[src/rtl/wdog_pkg.sv]
package wdog_pkg;
  localparam int DATA_W = 32;
  localparam int ADDR_W = 3;

  localparam logic [ADDR_W-1:0] A_REV   = 3'd0;
  localparam logic [ADDR_W-1:0] A_CTRL  = 3'd1;
  localparam logic [ADDR_W-1:0] A_COUNT = 3'd2;
  localparam logic [ADDR_W-1:0] A_LOAD  = 3'd3;
  localparam logic [ADDR_W-1:0] A_TRIG  = 3'd4;
  localparam logic [ADDR_W-1:0] A_ARM   = 3'd5;
  localparam logic [ADDR_W-1:0] A_PEND  = 3'd6;

  localparam logic [DATA_W-1:0] KEY_ARM_A = 32'h0000_BBBB;
  localparam logic [DATA_W-1:0] KEY_ARM_B = 32'h0000_4444;
  localparam logic [DATA_W-1:0] KEY_DIS_A = 32'h0000_AAAA;
  localparam logic [DATA_W-1:0] KEY_DIS_B = 32'h0000_5555;

  localparam int NSLOT   = 4;
  localparam int SL_CTRL = 0;
  localparam int SL_LOAD = 1;
  localparam int SL_TRIG = 2;
  localparam int SL_ARM  = 3;

  localparam int CTRL_LSB = 2;

  typedef enum logic [1:0] {KS_IDLE, KS_ARM_HALF, KS_DIS_HALF} key_state_e;

  function automatic logic [ADDR_W-1:0] slot_addr(input int s);
    case (s)
      SL_CTRL: return A_CTRL;
      SL_LOAD: return A_LOAD;
      SL_TRIG: return A_TRIG;
      default: return A_ARM;
    endcase
  endfunction

  function automatic int pend_bit(input int s);
    case (s)
      SL_CTRL: return 0;
      SL_LOAD: return 2;
      SL_TRIG: return 3;
      default: return 4;
    endcase
  endfunction
endpackage

[src/rtl/wdog_posted.sv]
module wdog_posted #(
  parameter int DW         = 32,
  parameter int PEND_TICKS = 2
) (
  input  logic          clk,
  input  logic          rst_n,
  input  logic          tick_i,
  input  logic          wr_i,
  input  logic [DW-1:0] wdata_i,
  output logic          busy_o,
  output logic          commit_o,
  output logic [DW-1:0] data_o
);
  localparam int CW = (PEND_TICKS > 1) ? $clog2(PEND_TICKS) : 1;
  localparam logic [CW-1:0] LAST = CW'(PEND_TICKS - 1);

  logic [CW-1:0] cnt_q;
  logic          busy_q;
  logic [DW-1:0] data_q;

  always_ff @(posedge clk) begin
    if (!rst_n) begin
      busy_q <= 1'b0;
      cnt_q  <= '0;
      data_q <= '0;
    end else if (!busy_q && wr_i) begin
      busy_q <= 1'b1;
      cnt_q  <= '0;
      data_q <= wdata_i;
    end else if (busy_q && tick_i) begin
      if (cnt_q == LAST) busy_q <= 1'b0;
      else               cnt_q  <= cnt_q + CW'(1);
    end
  end

  assign busy_o   = busy_q;
  assign commit_o = busy_q && tick_i && (cnt_q == LAST);
  assign data_o   = data_q;

  AST_PEND_SET_BY_WRITE: assert property (@(posedge clk) disable iff (!rst_n)
    $rose(busy_o) |-> $past(wr_i));
  AST_PEND_CLEAR_ON_TICK: assert property (@(posedge clk) disable iff (!rst_n)
    $fell(busy_o) |-> $past(tick_i));
  AST_BUSY_DROPS_WRITE: assert property (@(posedge clk) disable iff (!rst_n)
    busy_o |=> $stable(data_o));
endmodule

[src/rtl/wdog_keyseq.sv]
module wdog_keyseq
  import wdog_pkg::*;
(
  input  logic              clk,
  input  logic              rst_n,
  input  logic              commit_i,
  input  logic [DATA_W-1:0] val_i,
  output logic              armed_o
);
  key_state_e st_q;
  logic       armed_q;

  always_ff @(posedge clk) begin
    if (!rst_n) begin
      st_q    <= KS_IDLE;
      armed_q <= 1'b0;
    end else if (commit_i) begin
      if (st_q == KS_ARM_HALF && val_i == KEY_ARM_B) begin
        armed_q <= 1'b1;
        st_q    <= KS_IDLE;
      end else if (st_q == KS_DIS_HALF && val_i == KEY_DIS_B) begin
        armed_q <= 1'b0;
        st_q    <= KS_IDLE;
      end else if (val_i == KEY_ARM_A) begin
        st_q <= KS_ARM_HALF;
      end else if (val_i == KEY_DIS_A) begin
        st_q <= KS_DIS_HALF;
      end else begin
        st_q <= KS_IDLE;
      end
    end
  end

  assign armed_o = armed_q;

  AST_ARM_NEEDS_KEY: assert property (@(posedge clk) disable iff (!rst_n)
    $rose(armed_o) |-> $past(commit_i && val_i == KEY_ARM_B));
  AST_DISARM_NEEDS_KEY: assert property (@(posedge clk) disable iff (!rst_n)
    $fell(armed_o) |-> $past(commit_i && val_i == KEY_DIS_B));
  AST_ARM_STABLE_IDLE: assert property (@(posedge clk) disable iff (!rst_n)
    !commit_i |=> $stable(armed_o));
endmodule

[src/rtl/wdog_prescale.sv]
module wdog_prescale #(
  parameter int PTV_W = 3
) (
  input  logic             clk,
  input  logic             rst_n,
  input  logic             tick_i,
  input  logic             en_i,
  input  logic [PTV_W-1:0] ptv_i,
  input  logic             clr_i,
  output logic             step_o
);
  localparam int DIV_W = (1 << PTV_W) - 1;

  logic [DIV_W-1:0] div_q;
  logic [DIV_W-1:0] mask;
  logic             wrap;

  assign mask   = {DIV_W{1'b1}} >> (DIV_W - int'(ptv_i));
  assign wrap   = (div_q == mask);
  assign step_o = tick_i && (!en_i || wrap);

  always_ff @(posedge clk) begin
    if (!rst_n || clr_i) div_q <= '0;
    else if (tick_i && en_i) div_q <= wrap ? '0 : div_q + DIV_W'(1);
  end

  AST_DIV_IN_RANGE: assert property (@(posedge clk) disable iff (!rst_n)
    en_i && !clr_i |=> (div_q <= $past(mask)) || $changed(ptv_i));
endmodule

[src/rtl/wdog_counter.sv]
module wdog_counter #(
  parameter int CNT_W = 32
) (
  input  logic             clk,
  input  logic             rst_n,
  input  logic             step_i,
  input  logic             reload_i,
  input  logic [CNT_W-1:0] load_i,
  output logic [CNT_W-1:0] count_o,
  output logic             ovf_o
);
  logic [CNT_W-1:0] count_q;

  assign ovf_o = step_i && !reload_i && (&count_q);

  always_ff @(posedge clk) begin
    if (!rst_n)               count_q <= '0;
    else if (reload_i || ovf_o) count_q <= load_i;
    else if (step_i)          count_q <= count_q + CNT_W'(1);
  end

  assign count_o = count_q;

  AST_COUNT_MOVES_LEGALLY: assert property (@(posedge clk) disable iff (!rst_n)
    !$stable(count_o) |-> (count_o == $past(count_o) + CNT_W'(1)) ||
                          (count_o == $past(load_i)));
endmodule

[src/rtl/wdog_timer.sv]
module wdog_timer
  import wdog_pkg::*;
#(
  parameter int         CNT_W      = 32,
  parameter int         PEND_TICKS = 2,
  parameter int         PTV_W      = 3,
  parameter logic [7:0] REV_ID     = 8'h21
) (
  input  logic              clk,
  input  logic              rst_n,
  input  logic              tick_i,
  input  logic              wr_en_i,
  input  logic              rd_en_i,
  input  logic [ADDR_W-1:0] addr_i,
  input  logic [DATA_W-1:0] wdata_i,
  output logic [DATA_W-1:0] rdata_o,
  output logic              wdt_rst_o
);
  localparam int CTRL_W = PTV_W + 1;

  function automatic int slot_w(input int s);
    case (s)
      SL_CTRL: return CTRL_W;
      SL_LOAD: return CNT_W;
      default: return DATA_W;
    endcase
  endfunction

  function automatic int slot_lsb(input int s);
    return (s == SL_CTRL) ? CTRL_LSB : 0;
  endfunction

  logic [NSLOT-1:0]  slot_wr, slot_busy, slot_commit;
  logic [DATA_W-1:0] slot_data [NSLOT];

  generate
    for (genvar g = 0; g < NSLOT; g++) begin : g_slot
      localparam int SW  = slot_w(g);
      localparam int SL  = slot_lsb(g);
      logic [SW-1:0] shadow;
      assign slot_wr[g] = wr_en_i && (addr_i == slot_addr(g));
      wdog_posted #(.DW(SW), .PEND_TICKS(PEND_TICKS)) u_post (
        .clk      (clk),
        .rst_n    (rst_n),
        .tick_i   (tick_i),
        .wr_i     (slot_wr[g]),
        .wdata_i  (wdata_i[SL +: SW]),
        .busy_o   (slot_busy[g]),
        .commit_o (slot_commit[g]),
        .data_o   (shadow)
      );
      assign slot_data[g] = DATA_W'(shadow);
    end
  endgenerate

  logic [CTRL_W-1:0] ctrl_q;
  logic [CNT_W-1:0]  load_q;
  logic [DATA_W-1:0] last_trig_q;
  logic              trig_fire;

  assign trig_fire = slot_commit[SL_TRIG] && (slot_data[SL_TRIG] != last_trig_q);

  always_ff @(posedge clk) begin
    if (!rst_n) begin
      ctrl_q      <= '0;
      load_q      <= '0;
      last_trig_q <= '0;
    end else begin
      if (slot_commit[SL_CTRL]) ctrl_q      <= slot_data[SL_CTRL][CTRL_W-1:0];
      if (slot_commit[SL_LOAD]) load_q      <= slot_data[SL_LOAD][CNT_W-1:0];
      if (slot_commit[SL_TRIG]) last_trig_q <= slot_data[SL_TRIG];
    end
  end

  logic armed;
  wdog_keyseq u_keys (
    .clk      (clk),
    .rst_n    (rst_n),
    .commit_i (slot_commit[SL_ARM]),
    .val_i    (slot_data[SL_ARM]),
    .armed_o  (armed)
  );

  logic step;
  wdog_prescale #(.PTV_W(PTV_W)) u_pre (
    .clk    (clk),
    .rst_n  (rst_n),
    .tick_i (tick_i),
    .en_i   (ctrl_q[PTV_W]),
    .ptv_i  (ctrl_q[PTV_W-1:0]),
    .clr_i  (slot_commit[SL_CTRL]),
    .step_o (step)
  );

  logic [CNT_W-1:0] count;
  logic             ovf;
  wdog_counter #(.CNT_W(CNT_W)) u_cnt (
    .clk      (clk),
    .rst_n    (rst_n),
    .step_i   (step),
    .reload_i (trig_fire),
    .load_i   (load_q),
    .count_o  (count),
    .ovf_o    (ovf)
  );

  logic rst_q;
  always_ff @(posedge clk) begin
    if (!rst_n) rst_q <= 1'b0;
    else        rst_q <= armed && ovf;
  end
  assign wdt_rst_o = rst_q;

  logic [DATA_W-1:0] pend_vec, rd_val, rdata_q;

  always_comb begin
    pend_vec = '0;
    for (int i = 0; i < NSLOT; i++) pend_vec[pend_bit(i)] = slot_busy[i];
  end

  always_comb begin
    case (addr_i)
      A_REV:   rd_val = DATA_W'(REV_ID);
      A_CTRL:  rd_val = DATA_W'(ctrl_q) << CTRL_LSB;
      A_COUNT: rd_val = DATA_W'(count);
      A_LOAD:  rd_val = DATA_W'(load_q);
      A_TRIG:  rd_val = last_trig_q;
      A_ARM:   rd_val = DATA_W'(armed);
      A_PEND:  rd_val = pend_vec;
      default: rd_val = '0;
    endcase
  end

  always_ff @(posedge clk) begin
    if (!rst_n)       rdata_q <= '0;
    else if (rd_en_i) rdata_q <= rd_val;
  end
  assign rdata_o = rdata_q;

  AST_RST_NEEDS_ARM: assert property (@(posedge clk) disable iff (!rst_n)
    wdt_rst_o |-> $past(armed));
  AST_RELOAD_NEEDS_NEW_TRIG: assert property (@(posedge clk) disable iff (!rst_n)
    slot_commit[SL_TRIG] && (slot_data[SL_TRIG] == last_trig_q) && !ovf && step
      |=> count == $past(count) + CNT_W'(1));
endmodule

[config.mk]
export PLATFORM = sky130hd
export DESIGN_NAME = wdog_timer
export DESIGN_NICKNAME = d
export VERILOG_FILES = /design/src/rtl/wdog_pkg.sv /design/src/rtl/wdog_posted.sv /design/src/rtl/wdog_keyseq.sv /design/src/rtl/wdog_prescale.sv /design/src/rtl/wdog_counter.sv /design/src/rtl/wdog_timer.sv
export SDC_FILE = /design/constraint.sdc
export NUM_CORES = 1
export LEC_CHECK = 0
export BUFFER_PORTS_ARGS = -buffer_cell sky130_fd_sc_hd__buf_2
export CORE_ASPECT_RATIO = 1.2
export CORE_UTILIZATION = 55
export CTS_BUF_LIST = sky130_fd_sc_hd__clkbuf_8
export DETAILED_ROUTE_END_ITERATION = 12
export GPL_ROUTABILITY_DRIVEN = 0
export PLACE_DENSITY = 0.78
export SETUP_SLACK_MARGIN = 0.15
export SLEW_MARGIN = 20
export SYNTH_ARGS = -nofsm -noshare
export SYNTH_HDL_FRONTEND = slang
export SYNTH_SLANG_ARGS = --single-unit
[constraint.sdc]
create_clock -name clk -period 3.7 [get_ports clk]
set_input_delay 0.555 -clock clk [delete_from_list [all_inputs] [get_ports clk]]
set_output_delay 0.555 -clock clk [all_outputs]
set_load 0.02 [all_outputs]
==> flow_summary_export.csv <==
group,metric,value,unit
detailed_routing,drt_iter0_markers,1065,
power_and_ir_drop,power.clock.fraction,43.5,%
cts,cts.root.buffer_cell,"sky130_fd_sc_hd__clkbuf_8",
layout,layout_stage_area_growth_over_the_synthesis_result,10.9,%
power_and_ir_drop,switching_part_of_the_total,24.1,%
cts,clock_tree_from_tritoncts,"done",
yosys,synth_enable_flop_cells,0,
placement,post-dp-hpwl,21600,um
floorplan,chipHeight,162,um
layout,drive_gt1_share,11.7,%
layout,mostFrequentLayoutCell,"sky130_fd_sc_hd__nand2_1",
detailed_routing,detail-route-antenna-nets,0,
critical_path,end_kind,"register",
floorplan,row_count,58,
timing,setup_repair_after_global_routing_missed_its_margin,"no",
detailed_routing,via_count,10600,
yosys,yosys.cell_types.count,68,
grt,grt_antenna_before_repair,0,
critical_path,cp.arrival,3450,ps
cts,clk_path_buf_depth,3,
placement,placedInstanceArea,0.0122,mm2
detailed_routing,drt-pass1-iter-count,6,
timing,fin_setup_tns,0,ps
yosys,yosys_warnings,0,
cts,post_cts_resize_count,0,
critical_path,worst-r2r-setup-slack,700,ps
critical_path,startpoint_type,"register",
layout,final_cell_mix,"sky130_fd_sc_hd__nand2_1 (361), sky130_fd_sc_hd__dfxtp_1 (251), sky130_fd_sc_hd__a21boi_0 (162)",
grt,grt_start_max_net_pins,144,
timing,tightest_slew,992,ps
yosys,ys_ff_latch,251,
layout,num-fill-cells,1860,
detailed_routing,drt-wirelength-per-cell,17.8,um
cts,cts.hold.buffers_added,0,
flow_run,max_cap_violations,0,
timing,max_freq,333,MHz
timing,timing.final.setup_violations,0,
layout,final_design_area_no_fill,0.0130,mm2
timing,post-route-period-util,81.1,%
critical_path,critical_path_required,4150,ps
yosys,ys_async_sr_fraction,0,%
cts,htree_num_levels,2,
yosys,ys.flop_type,"sky130_fd_sc_hd__dfxtp_1",
cts,cts_post_setup_buffers_inserted,0,
timing,timing_max_transition_violations_final,0,
power_and_ir_drop,sequential_power_share,51.1,%
cts,clk_transition_reported_paths,60,ps
cts,cts_inserted_buffers,40,
layout,n_antenna_cell,0,
timing,final-hold-violation-count,0,
power_and_ir_drop,power.switching,1300,uW
layout,final_stage_net_count,1529,
floorplan,fp.dieArea,0.0219,mm2
power_and_ir_drop,internal_power,4100,uW
floorplan,design.portCount,73,
outcome,run_status,"finished clean",
floorplan,die_w,135,um
floorplan,initial_utilization,56.0,%
grt,wire_length_of_the_first_global_routing_pass,52000,um
yosys,synth_fp_nets,1502,
critical_path,worst-setup-path-type,"reg -> reg",
power_and_ir_drop,p_leak,0.00453,uW
timing,timing.clock.skew,15.2,ps
placement,portBuffers,72,
yosys,syn_inst,1460,
detailed_routing,finalWirelength,31800,um
min_path,hold_path_class,"in -> reg",
grt,globalRouteOverflowTotal,0,
critical_path,critical_path.max_fanout,22,
detailed_routing,drt_drc_violations_left,0,
yosys,yosysSeqAreaShare,43.0,%
timing,relSlewSlack,33.8,%
cts,clock_latency,540,ps
grt,via_count_of_the_first_global_routing_pass,9999,
detailed_routing,detail_route.vias_per_cell,5.97,
grt,globalRouteTotalUtil,29.7,%
yosys,syn-mean-instance-area,8.01,um2
power_and_ir_drop,power_frac_comb,5.4,%
power_and_ir_drop,pwr_density_cell,416,mW/mm2
floorplan,fp.coreArea,0.0209,mm2
cts,clock_sinks,251,
timing,period_minus_slack,3000,ps
power_and_ir_drop,irDropWorstVdd,0.300,mV
yosys,synth.cell_area,0.0117,mm2
[metal layers]
metal / routed length [um] / vias to the layer above / GRT usage (%)
met3: 2100 / 76 / 4.62
li1: - / 5125 / -
met2: 14900 / 416 / 47.5
met1: 13800 / 5025 / 39.9
met4: 1040 / 0 / 12.0
met5: 0 / - / 0
[Yosys cell counts (3+ instances only)]
cell type / n / area, um2
sky130_fd_sc_hd__mux2i_1: 13 / 130
sky130_fd_sc_hd__and3_1: 10 / 62.6
sky130_fd_sc_hd__or2_2: 3 / 18.8
sky130_fd_sc_hd__a21oi_1: 42 / 210
sky130_fd_sc_hd__o2111ai_1: 3 / 26.3
sky130_fd_sc_hd__nand4_1: 58 / 363
sky130_fd_sc_hd__xor2_1: 3 / 26.3
sky130_fd_sc_hd__nand3_1: 61 / 305
sky130_fd_sc_hd__a221oi_1: 4 / 35.0
sky130_fd_sc_hd__nor2b_1: 17 / 106
sky130_fd_sc_hd__nor4b_1: 4 / 35.0
sky130_fd_sc_hd__nor4_1: 15 / 93.8
sky130_fd_sc_hd__a22oi_1: 30 / 225
sky130_fd_sc_hd__o21a_1: 4 / 30.0
sky130_fd_sc_hd__nand2_1: 361 / 1360
sky130_fd_sc_hd__buf_1: 9 / 33.8
sky130_fd_sc_hd__o21ai_0: 16 / 80.1
sky130_fd_sc_hd__xnor2_1: 36 / 315
sky130_fd_sc_hd__a21boi_0: 162 / 1220
sky130_fd_sc_hd__nand2b_1: 4 / 25.0
sky130_fd_sc_hd__clkbuf_1: 93 / 349
sky130_fd_sc_hd__o211ai_1: 5 / 37.5
sky130_fd_sc_hd__nand4b_1: 3 / 26.3
sky130_fd_sc_hd__o221ai_2: 3 / 45.0
sky130_fd_sc_hd__nor3_1: 16 / 80.1
sky130_fd_sc_hd__nor2_1: 54 / 203
sky130_fd_sc_hd__mux2_2: 3 / 33.8
sky130_fd_sc_hd__nor3b_1: 16 / 120
sky130_fd_sc_hd__inv_1: 39 / 146
sky130_fd_sc_hd__o22ai_1: 28 / 175
sky130_fd_sc_hd__o221ai_1: 5 / 43.8
sky130_fd_sc_hd__and2_1: 31 / 194
sky130_fd_sc_hd__dfxtp_1: 251 / 5020
sky130_fd_sc_hd__o211a_1: 5 / 50.1
sky130_fd_sc_hd__buf_2: 7 / 35.0
sky130_fd_sc_hd__or3_1: 5 / 31.3
[worst max-delay path, stage by stage (launching register included)]
cell                      delay [ps]
sky130_fd_sc_hd__dfxtp_1         470
sky130_fd_sc_hd__nand4_2         200
sky130_fd_sc_hd__or4_4           590
sky130_fd_sc_hd__or4_4           560
sky130_fd_sc_hd__nor2_4          170
sky130_fd_sc_hd__a31oi_4         300
sky130_fd_sc_hd__buf_16          280
sky130_fd_sc_hd__and3_1          180
sky130_fd_sc_hd__nor3_1          150
[flip-flops by register name, indices dropped and copies added (netlist names), 4 cells and up]
name	flops
last_trig_q	32
ctrl_q	4
u_cnt.count_o	32
rdata_o	32
load_q	32
u_pre.div_q	7
g_slot.u_post.data_o	100
g_slot.u_post.cnt_q	4
g_slot.u_post.busy_o	4
[power by group through the flow]
stage                     clock [uW]  sequential (uW)  combinational (uW)
after detailed placement           0             2820                 284
after floorplan                    0             2810                 184
final                           2350             2760                 290
after global placement             0             2820                 282
after global routing            2510             2760                 315
after CTS                       2380             2760                 287
[path summary, 6_finish.rpt]
kind / startpoint / to / cells after the start
worst max-delay path: u_cnt.count_o[7] / u_cnt.count_o[9] / 8
worst min-delay path: wdata_i[12] / g_slot[3].u_post.data_o[12] / 3
worst max register to register: u_cnt.count_o[7] / u_cnt.count_o[9] / 8
worst min register to register: u_keys.st_q[1] / u_keys.armed_o / 1
[kinds of logic (layout without fill, tap and decap cells)]
logic type	Yosys count	in the layout	synth area share (%)
xor gates and xnor gates	39	39	2.92
AOI/OAI and AO/OA	329	329	20.4
DFF	251	251	43.0
adders and majority gates	3	3	0.300
buffers and inverters	151	204	5.11
muxes	16	16	1.40
and+or+nand+nor	671	671	26.9
[cell type report]
type                            instances  area, um2  area share (%)
Multi-Input combinational cell       1058       6100            47.0
Clock inverter                         19        118           0.907
Tap cell                              270        338            2.60
Timing Repair Buffer                   97        574            4.43
Inverter                               39        146            1.13
Clock buffer                           49        674            5.20
Sequential cell                       251       5020            38.7
[stage by stage]
stage	power, uW	std cells	hold slack (ps)	worst slack, ps	utilization (%)
2_1_floorplan	3000	1460	405	1180	-
3_3_place_gp	3100	1714	421	716	58.1
3_5_place_dp	3100	1714	426	658	58.1
4_1_cts	5420	1782	272	635	61.9
5_1_grt	5580	1783	276	542	62.1
6_report	5400	1783	292	698	62.1
Power figures use the tool's default switching activity.
